`src/rtl/aux_timer_pkg.sv`:
```
package aux_timer_pkg;

  typedef enum logic [2:0] {
    MODE_TIMER    = 3'b000,
    MODE_COUNTER  = 3'b001,
    MODE_GATE_LO  = 3'b010,
    MODE_GATE_HI  = 3'b011,
    MODE_RELOAD   = 3'b100,
    MODE_CAPTURE  = 3'b101,
    MODE_ENC_ROT  = 3'b110,
    MODE_ENC_EDGE = 3'b111
  } tmode_e;

  // bit positions of the synchronised pin vector
  localparam int SIG_PIN = 0;
  localparam int SIG_DIR = 1;
  localparam int SIG_A   = 2;
  localparam int SIG_B   = 3;
  localparam int NUM_SIG = 4;

  // status flag bit positions
  localparam int FLG_EDGE = 0;
  localparam int FLG_DCHG = 1;
  localparam int NUM_FLG  = 2;

  // position of a {b,a} Gray pair along the forward sequence 00,01,11,10
  function automatic logic [1:0] gray_pos(input logic [1:0] ba);
    return {ba[1], ba[1] ^ ba[0]};
  endfunction

endpackage

```
`src/rtl/aux_timer_sync.sv`:
```
module aux_timer_sync #(
  parameter int W      = 4,
  parameter int STAGES = 2
) (
  input  logic         clk,
  input  logic         rst_n,
  input  logic [W-1:0] async_i,
  output logic [W-1:0] sync_o
);

  logic [STAGES-1:0][W-1:0] stage_q;
  logic [STAGES-1:0][W-1:0] stage_d;

  generate
    for (genvar g = 0; g < STAGES; g++) begin : g_stage
      if (g == 0) begin : g_first
        assign stage_d[g] = async_i;
      end else begin : g_next
        assign stage_d[g] = stage_q[g-1];
      end

      always_ff @(posedge clk or negedge rst_n) begin
        if (!rst_n) stage_q[g] <= '0;
        else        stage_q[g] <= stage_d[g];
      end
    end
  endgenerate

  assign sync_o = stage_q[STAGES-1];

endmodule

```
`src/rtl/aux_timer_quad.sv`:
```
module aux_timer_quad
  import aux_timer_pkg::*;
(
  input  logic       clk,
  input  logic       rst_n,
  input  logic       en_i,
  input  logic [1:0] cur_ba_i,
  input  logic [1:0] prev_ba_i,
  output logic       step_o,
  output logic       down_o,
  output logic       dirchg_o
);

  logic [1:0] diff;
  logic       last_down_q, last_down_d;

  always_comb begin
    diff     = gray_pos(cur_ba_i) - gray_pos(prev_ba_i);
    step_o   = en_i && (diff == 2'd1 || diff == 2'd3);
    down_o   = (diff == 2'd3);
    dirchg_o = step_o && (down_o != last_down_q);
    last_down_d = step_o ? down_o : last_down_q;
  end

  always_ff @(posedge clk or negedge rst_n) begin
    if (!rst_n)      last_down_q <= 1'b0;
    else if (step_o) last_down_q <= last_down_d;
  end

  // a two-position jump never counts
  a_r7_no_jump_step: assert property (@(posedge clk) disable iff (!rst_n)
    (gray_pos(cur_ba_i) == gray_pos(prev_ba_i) + 2'd2) |-> !step_o);

endmodule

```
`src/rtl/aux_timer_core.sv`:
```
module aux_timer_core #(
  parameter int CNT_W = 16
) (
  input  logic             clk,
  input  logic             rst_n,
  input  logic             step_i,
  input  logic             down_i,
  input  logic             sw_wr_i,
  input  logic [CNT_W-1:0] sw_val_i,
  input  logic             rld_i,
  input  logic [CNT_W-1:0] rld_val_i,
  input  logic             cap_i,
  output logic [CNT_W-1:0] cnt_o,
  output logic [CNT_W-1:0] cap_o,
  output logic             wrap_evt_o,
  output logic             wrap_o
);

  localparam logic [CNT_W-1:0] CNT_MAX = {CNT_W{1'b1}};

  logic [CNT_W-1:0] cnt_q, cnt_d, cap_q;
  logic             cnt_en, wrap_q;

  always_comb begin
    cnt_en     = sw_wr_i || rld_i || step_i;
    cnt_d      = cnt_q;
    wrap_evt_o = 1'b0;
    if (sw_wr_i) begin
      cnt_d = sw_val_i;
    end else if (rld_i) begin
      cnt_d = rld_val_i;
    end else if (step_i) begin
      if (down_i) begin
        cnt_d      = cnt_q - CNT_W'(1);
        wrap_evt_o = (cnt_q == '0);
      end else begin
        cnt_d      = cnt_q + CNT_W'(1);
        wrap_evt_o = (cnt_q == CNT_MAX);
      end
    end
  end

  always_ff @(posedge clk or negedge rst_n) begin
    if (!rst_n)      cnt_q <= '0;
    else if (cnt_en) cnt_q <= cnt_d;
  end

  always_ff @(posedge clk or negedge rst_n) begin
    if (!rst_n)     cap_q <= '0;
    else if (cap_i) cap_q <= cnt_q;
  end

  always_ff @(posedge clk or negedge rst_n) begin
    if (!rst_n) wrap_q <= 1'b0;
    else        wrap_q <= wrap_evt_o;
  end

  assign cnt_o  = cnt_q;
  assign cap_o  = cap_q;
  assign wrap_o = wrap_q;

  // a wrap pulse only appears with the count at an end of its range
  a_r8_wrap_at_end: assert property (@(posedge clk) disable iff (!rst_n)
    wrap_o |-> (cnt_q == '0 || cnt_q == CNT_MAX));

  // a software write lands on the next edge
  a_r11_sw_write: assert property (@(posedge clk) disable iff (!rst_n)
    sw_wr_i |=> (cnt_q == $past(sw_val_i)));

endmodule

```
`src/rtl/aux_timer_flags.sv`:
```
module aux_timer_flags #(
  parameter int N = 2
) (
  input  logic         clk,
  input  logic         rst_n,
  input  logic [N-1:0] set_i,
  input  logic         wr_i,
  input  logic [N-1:0] wd_i,
  output logic [N-1:0] flag_o
);

  logic [N-1:0] flag_q, flag_d;

  generate
    for (genvar g = 0; g < N; g++) begin : g_flag
      always_comb begin
        flag_d[g] = set_i[g] | (wr_i ? wd_i[g] : flag_q[g]);
      end

      always_ff @(posedge clk or negedge rst_n) begin
        if (!rst_n) flag_q[g] <= 1'b0;
        else        flag_q[g] <= flag_d[g];
      end

      // hardware set is never lost
      a_r10_hw_set: assert property (@(posedge clk) disable iff (!rst_n)
        set_i[g] |=> flag_q[g]);

      // flag stays set unless a 0 is written
      a_r10_sticky: assert property (@(posedge clk) disable iff (!rst_n)
        (flag_q[g] && !(wr_i && !wd_i[g])) |=> flag_q[g]);
    end
  endgenerate

  assign flag_o = flag_q;

endmodule

```
`src/rtl/aux_timer.sv`:
```
module aux_timer
  import aux_timer_pkg::*;
#(
  parameter int CNT_W       = 16,
  parameter int SYNC_STAGES = 2
) (
  input  logic             clk,
  input  logic             rst_n,
  input  logic             tick_i,
  input  logic [2:0]       mode_i,
  input  logic             run_i,
  input  logic             cnt_down_i,
  input  logic             ext_dir_en_i,
  input  logic             remote_sel_i,
  input  logic             irq_dis_i,
  input  logic             partner_run_i,
  input  logic             cnt_wr_i,
  input  logic [CNT_W-1:0] cnt_wdata_i,
  input  logic [CNT_W-1:0] rld_val_i,
  input  logic             flag_wr_i,
  input  logic [1:0]       flag_wdata_i,
  input  logic             ext_pin_i,
  input  logic             ext_dir_i,
  input  logic             enc_a_i,
  input  logic             enc_b_i,
  output logic [CNT_W-1:0] cnt_o,
  output logic [CNT_W-1:0] cap_o,
  output logic             wrap_o,
  output logic             irq_o,
  output logic             edge_flag_o,
  output logic             dirchg_flag_o
);

  tmode_e               mode;
  logic [NUM_SIG-1:0]   pins_async, pins_s;
  logic [2:0]           edge_cur, edge_prev_q;
  logic                 run_eff, enc_mode, base_down, pin_rise;
  logic                 step, down, q_step, q_down, q_dirchg;
  logic                 rld, cap, wrap_evt, irq_d, irq_q;
  logic [NUM_FLG-1:0]   flag_set, flags;

  assign mode = tmode_e'(mode_i);

  assign pins_async[SIG_PIN] = ext_pin_i;
  assign pins_async[SIG_DIR] = ext_dir_i;
  assign pins_async[SIG_A]   = enc_a_i;
  assign pins_async[SIG_B]   = enc_b_i;

  aux_timer_sync #(.W(NUM_SIG), .STAGES(SYNC_STAGES)) u_sync (
    .clk     (clk),
    .rst_n   (rst_n),
    .async_i (pins_async),
    .sync_o  (pins_s)
  );

  // edge-detect history for the pin and the encoder pair: {b, a, pin}
  assign edge_cur = {pins_s[SIG_B], pins_s[SIG_A], pins_s[SIG_PIN]};

  always_ff @(posedge clk or negedge rst_n) begin
    if (!rst_n) edge_prev_q <= '0;
    else        edge_prev_q <= edge_cur;
  end

  always_comb begin
    run_eff   = remote_sel_i ? partner_run_i : run_i;
    enc_mode  = (mode == MODE_ENC_ROT) || (mode == MODE_ENC_EDGE);
    base_down = cnt_down_i ^ (ext_dir_en_i & pins_s[SIG_DIR]);
    pin_rise  = edge_cur[0] & ~edge_prev_q[0];
  end

  aux_timer_quad u_quad (
    .clk       (clk),
    .rst_n     (rst_n),
    .en_i      (run_eff && enc_mode),
    .cur_ba_i  (edge_cur[2:1]),
    .prev_ba_i (edge_prev_q[2:1]),
    .step_o    (q_step),
    .down_o    (q_down),
    .dirchg_o  (q_dirchg)
  );

  always_comb begin
    step = 1'b0;
    down = base_down;
    rld  = 1'b0;
    cap  = 1'b0;
    unique case (mode)
      MODE_TIMER:   step = tick_i && run_eff;
      MODE_COUNTER: step = pin_rise && run_eff;
      MODE_GATE_LO: step = tick_i && run_eff && !pins_s[SIG_PIN];
      MODE_GATE_HI: step = tick_i && run_eff && pins_s[SIG_PIN];
      MODE_RELOAD: begin
        step = tick_i && run_eff;
        rld  = pin_rise;
      end
      MODE_CAPTURE: begin
        step = tick_i && run_eff;
        cap  = pin_rise;
      end
      default: begin
        step = q_step;
        down = q_down;
      end
    endcase
  end

  aux_timer_core #(.CNT_W(CNT_W)) u_core (
    .clk        (clk),
    .rst_n      (rst_n),
    .step_i     (step),
    .down_i     (down),
    .sw_wr_i    (cnt_wr_i),
    .sw_val_i   (cnt_wdata_i),
    .rld_i      (rld),
    .rld_val_i  (rld_val_i),
    .cap_i      (cap),
    .cnt_o      (cnt_o),
    .cap_o      (cap_o),
    .wrap_evt_o (wrap_evt),
    .wrap_o     (wrap_o)
  );

  assign flag_set[FLG_EDGE] = q_step;
  assign flag_set[FLG_DCHG] = q_dirchg;

  aux_timer_flags #(.N(NUM_FLG)) u_flags (
    .clk    (clk),
    .rst_n  (rst_n),
    .set_i  (flag_set),
    .wr_i   (flag_wr_i),
    .wd_i   (flag_wdata_i),
    .flag_o (flags)
  );

  always_comb begin
    if (enc_mode)
      irq_d = !irq_dis_i && ((mode == MODE_ENC_ROT) ? q_dirchg : q_step);
    else
      irq_d = wrap_evt;
  end

  always_ff @(posedge clk or negedge rst_n) begin
    if (!rst_n) irq_q <= 1'b0;
    else        irq_q <= irq_d;
  end

  assign irq_o         = irq_q;
  assign edge_flag_o   = flags[FLG_EDGE];
  assign dirchg_flag_o = flags[FLG_DCHG];

  // masked encoder events raise no request
  a_r9_irq_masked: assert property (@(posedge clk) disable iff (!rst_n)
    (irq_dis_i && mode_i[2:1] == 2'b11) |=> !irq_o);

  // with remote select and partner stopped, a timer holds its count
  a_r3_remote_hold: assert property (@(posedge clk) disable iff (!rst_n)
    (remote_sel_i && !partner_run_i && mode_i == 3'b000 && !cnt_wr_i) |=> $stable(cnt_o));

  // a closed active-low gate holds the count
  a_r5_gate_closed: assert property (@(posedge clk) disable iff (!rst_n)
    (mode_i == 3'b010 && pins_s[SIG_PIN] && !cnt_wr_i) |=> $stable(cnt_o));

  // loads never produce a wrap pulse
  a_r8_no_wrap_on_load: assert property (@(posedge clk) disable iff (!rst_n)
    cnt_wr_i |=> !wrap_o);

endmodule

```
`config.mk`:
```
export PLATFORM = sky130hd
export DESIGN_NAME = aux_timer
export DESIGN_NICKNAME = d
export VERILOG_FILES = /design/src/rtl/aux_timer_pkg.sv /design/src/rtl/aux_timer_sync.sv /design/src/rtl/aux_timer_quad.sv /design/src/rtl/aux_timer_core.sv /design/src/rtl/aux_timer_flags.sv /design/src/rtl/aux_timer.sv
export SDC_FILE = /design/constraint.sdc
export NUM_CORES = 1
export LEC_CHECK = 0
export BUFFER_PORTS_ARGS = -buffer_cell sky130_fd_sc_hd__buf_4
export CAP_MARGIN = 20
export CORE_AREA = 4 4 87 89
export DETAILED_ROUTE_END_ITERATION = 12
export DIE_AREA = 0 0 91 93
export GPL_ROUTABILITY_DRIVEN = 0
export PLACE_DENSITY = 0.75
export SLEW_MARGIN = 20
export SYNTH_ARGS = -nofsm -noshare
export SYNTH_HDL_FRONTEND = slang
export SYNTH_HIERARCHICAL = 1
export SYNTH_SLANG_ARGS = --single-unit
```
`constraint.sdc`:
```
create_clock -name clk -period 8.1 [get_ports clk]
set_input_delay 1.215 -clock clk [delete_from_list [all_inputs] [get_ports clk]]
set_output_delay 1.215 -clock clk [all_outputs]
set_load 0.005 [all_outputs]
```
==> results.cfg <==
[pwr]
finalPower_mw = 0.872
p_leak_nw = 1.77
power_density_mw_per_mm2 = 226
ir_drop_v = 0.0000850

[logic_synthesis]
async_reset_ff_share_pct = 100
synth_seq_cells = 48
synth-seq-area-share_pct = 40.1
ys_warn_count = 6
synth_edf_count = 0
ys_types = 62
syn_inst = 308
syn_avg_cell_area_um2 = 9.72
synth_nets = 376
synth-main-ff-cell = dfrtp_1
netlist_area_mm2 = 0.00299

[timing]
setup_ws_ns = 4.71
final.setup_skew_ns = 0.00886
rsz0062_at_grt = false
maxSlewViolCount = 0
worst_slew_pin_slew_ns = 0.600
fmax_mhz = 295
hold_violations = 0
min_period_ns = 3.39
fin_setup_tns_ns = 0
period_share_pct = 41.8
setup_viol = 0
max_slew_margin_pct = 60.0

[route]
ant_nets = 0
detail_route.wl_per_cell_um = 18.5
wl_mm = 8.80
dr_wl_met2_mm = 4.46
wl_met1_mm = 3.55
wl_met3_um = 554
viasPerCell = 5.99
drc = 0
dr.first_iter.drc_count = 155
vias = 2852
drtPass1Iterations = 4
dr.max_layer_used = met4

[placement]
place_hpwl_mm = 6.64
place_area_mm2 = 0.00372
port_buffers = 87
place_ws_ns = 4.43

[critical_path]
crit_required_ns = 8.28
crit_slowest_cell = fa_1
critical_path_class = input port to register
critical_path_arrival_ns = 3.57
critPathLaunchType = input port
crit_top_cell = buf_4
cp_cell_sequence = buf_4, nand2_1, xor2_1, a21oi_1, buf_4, fa_1, a211oi_2, o21ai_1, a21o_1, a2111oi_0, nor3_1
cpPeakStageDelay_ns = 0.46
cp-end-kind = register
path_max_fanout = 18

[cts]
clk_path_buf_depth = 2
cts_hold_buf = 0
cts_tree = built
cts_made_buffers = 5
cts.sinks = 48
htreeDepth = 2
cts-root-buf = clkbuf_8
cts_setup_buffers = 0
clk_pin_slew_ns = 0.09
ctsResizeCount = 0
clock_latency_ns = 0.31

[floorplan]
pin_count = 88
fp.coreArea_mm2 = 0.00676
rows = 30
die_x_um = 91
die_h_um = 93
die_area_mm2 = 0.00846
start_util_pct = 44.3

[status]
status = finished clean

[layout]
final_nets = 463
design_area_mm2 = 0.00385
drive_above_1_share_pct = 31.8
final_cell_mix = 91 x buf_4, 48 x dfrtp_1, 26 x nand2_1, 24 x a21oi_1, 24 x o21ai_0
area_delta_synth_final_pct = 28.8
final_common_cell = buf_4
num-fill-cells = 610
diodes = 0

[global_route]
grt_pass1_wl_mm = 13.8
grt_max_degree = 49
grt_usage_pct = 20.3
first_global_vias = 2821
grt_antenna_before_repair = 0
grt_remaining_overflow = 0

[job]
maxCapViolations = 0

[hold_path]
hold_class = register to register
logic make-up (layout without fill, tap and decap cells):
logic type,after synthesis,in the layout,share of synthesized area (%)
compound gates,103,103,23.2
flops,48,48,40.1
mux,21,21,7.69
xor+xnor,10,10,3.43
simple gates,90,90,15.1
buf+inv,20,108,3.47
fa+ha+maj,16,16,6.94
per-layer routing:
metal,GRT usage [%],vias up
met5,0,-
met4,8.42,0
met3,3.54,18
met2,35.5,101
met1,24.8,1377
li1,-,1356
flip-flops by register name, indices dropped and copies added, names as in the netlist:
name / cells
u_sync/sync_o: 4
irq_o: 1
u_core/wrap_o: 1
u_flags/flag_o: 2
u_core/cnt_o: 16
u_sync/stage_d: 4
edge_prev_q: 3
u_core/cap_o: 16
u_quad/last_down_q: 1
cell usage after synthesis (3+ instances only):
master	instances	share of area, %
a22oi_1	3	0.75
o22ai_1	5	1.0
a211oi_1	6	1.5
xnor2_1	4	1.2
xor2_1	5	1.5
dfrtp_1	48	40
inv_1	8	1.0
a21oi_1	24	4.0
nor2_1	20	2.5
o21ai_0	24	4.0
a211o_1	6	1.8
ha_1	15	6.3
nand2_1	26	3.3
clkbuf_1	4	0.50
nand2b_1	3	0.63
o21bai_1	3	0.75
a21o_1	4	1.0
mux2i_1	5	1.7
nand4_1	6	1.3
a221oi_1	3	0.88
nor4_1	4	0.84
nor3_1	8	1.3
nor2b_1	3	0.63
mux2_2	16	6.0
o31ai_1	3	0.75
nand3_1	6	1.0
worst max-delay path: cells and delay by family:
family | cells | cell delay [ns]
compound gates | 5 | 1.23
xor+xnor | 1 | 0.15
fa+ha+maj | 1 | 0.46
buf+inv | 2 | 0.33
simple gates | 2 | 0.16
where the power goes:
group / internal, mW / switching (mW)
clock network: 0.124 / 0.0844
registers: 0.283 / 0.0479
logic: 0.167 / 0.166
area by class of cell:
cell class	instances	area, um2	area share [%]
multi-input combinational	240	1700	44.1
sequential	48	1200	31.2
timing repair buffer	91	683	17.7
tap	80	100	2.60
clock buffer	5	68.8	1.79
clock inverter	3	68.8	1.79
inverter	9	33.8	0.877
per-stage QoR:
step	util, %	hold WS [ns]	cells
after floorplan	-	0.331	308
after global placement	55.0	0.334	468
after detailed placement	55.0	0.335	468
after CTS	57.0	0.360	476
after global routing	57.0	0.366	476
final	57.0	0.359	476
final timing paths:
check                                            startpoint                           to  slack (ns)  cells after the start
worst max-delay path                           ext_dir_en_i  u_core/cnt_o[8]$_DFFE_PN0P_        4.71                     11
worst min register to register  u_sync/stage_d[5]$_DFF_PN0_   u_sync/sync_o[1]$_DFF_PN0_        0.36                      0
worst max register to register     edge_prev_q[2]$_DFF_PN0_  u_core/cnt_o[8]$_DFFE_PN0P_        4.78                     13
worst min-delay path            u_sync/stage_d[5]$_DFF_PN0_   u_sync/sync_o[1]$_DFF_PN0_        0.36                      0
min in group asynchronous                             rst_n  u_core/cnt_o[7]$_DFFE_PN0P_        0.92                      1
max in group asynchronous                             rst_n  u_sync/stage_d[7]$_DFF_PN0_        6.79                      1
Note: power is estimated with default switching activity, not from simulation.
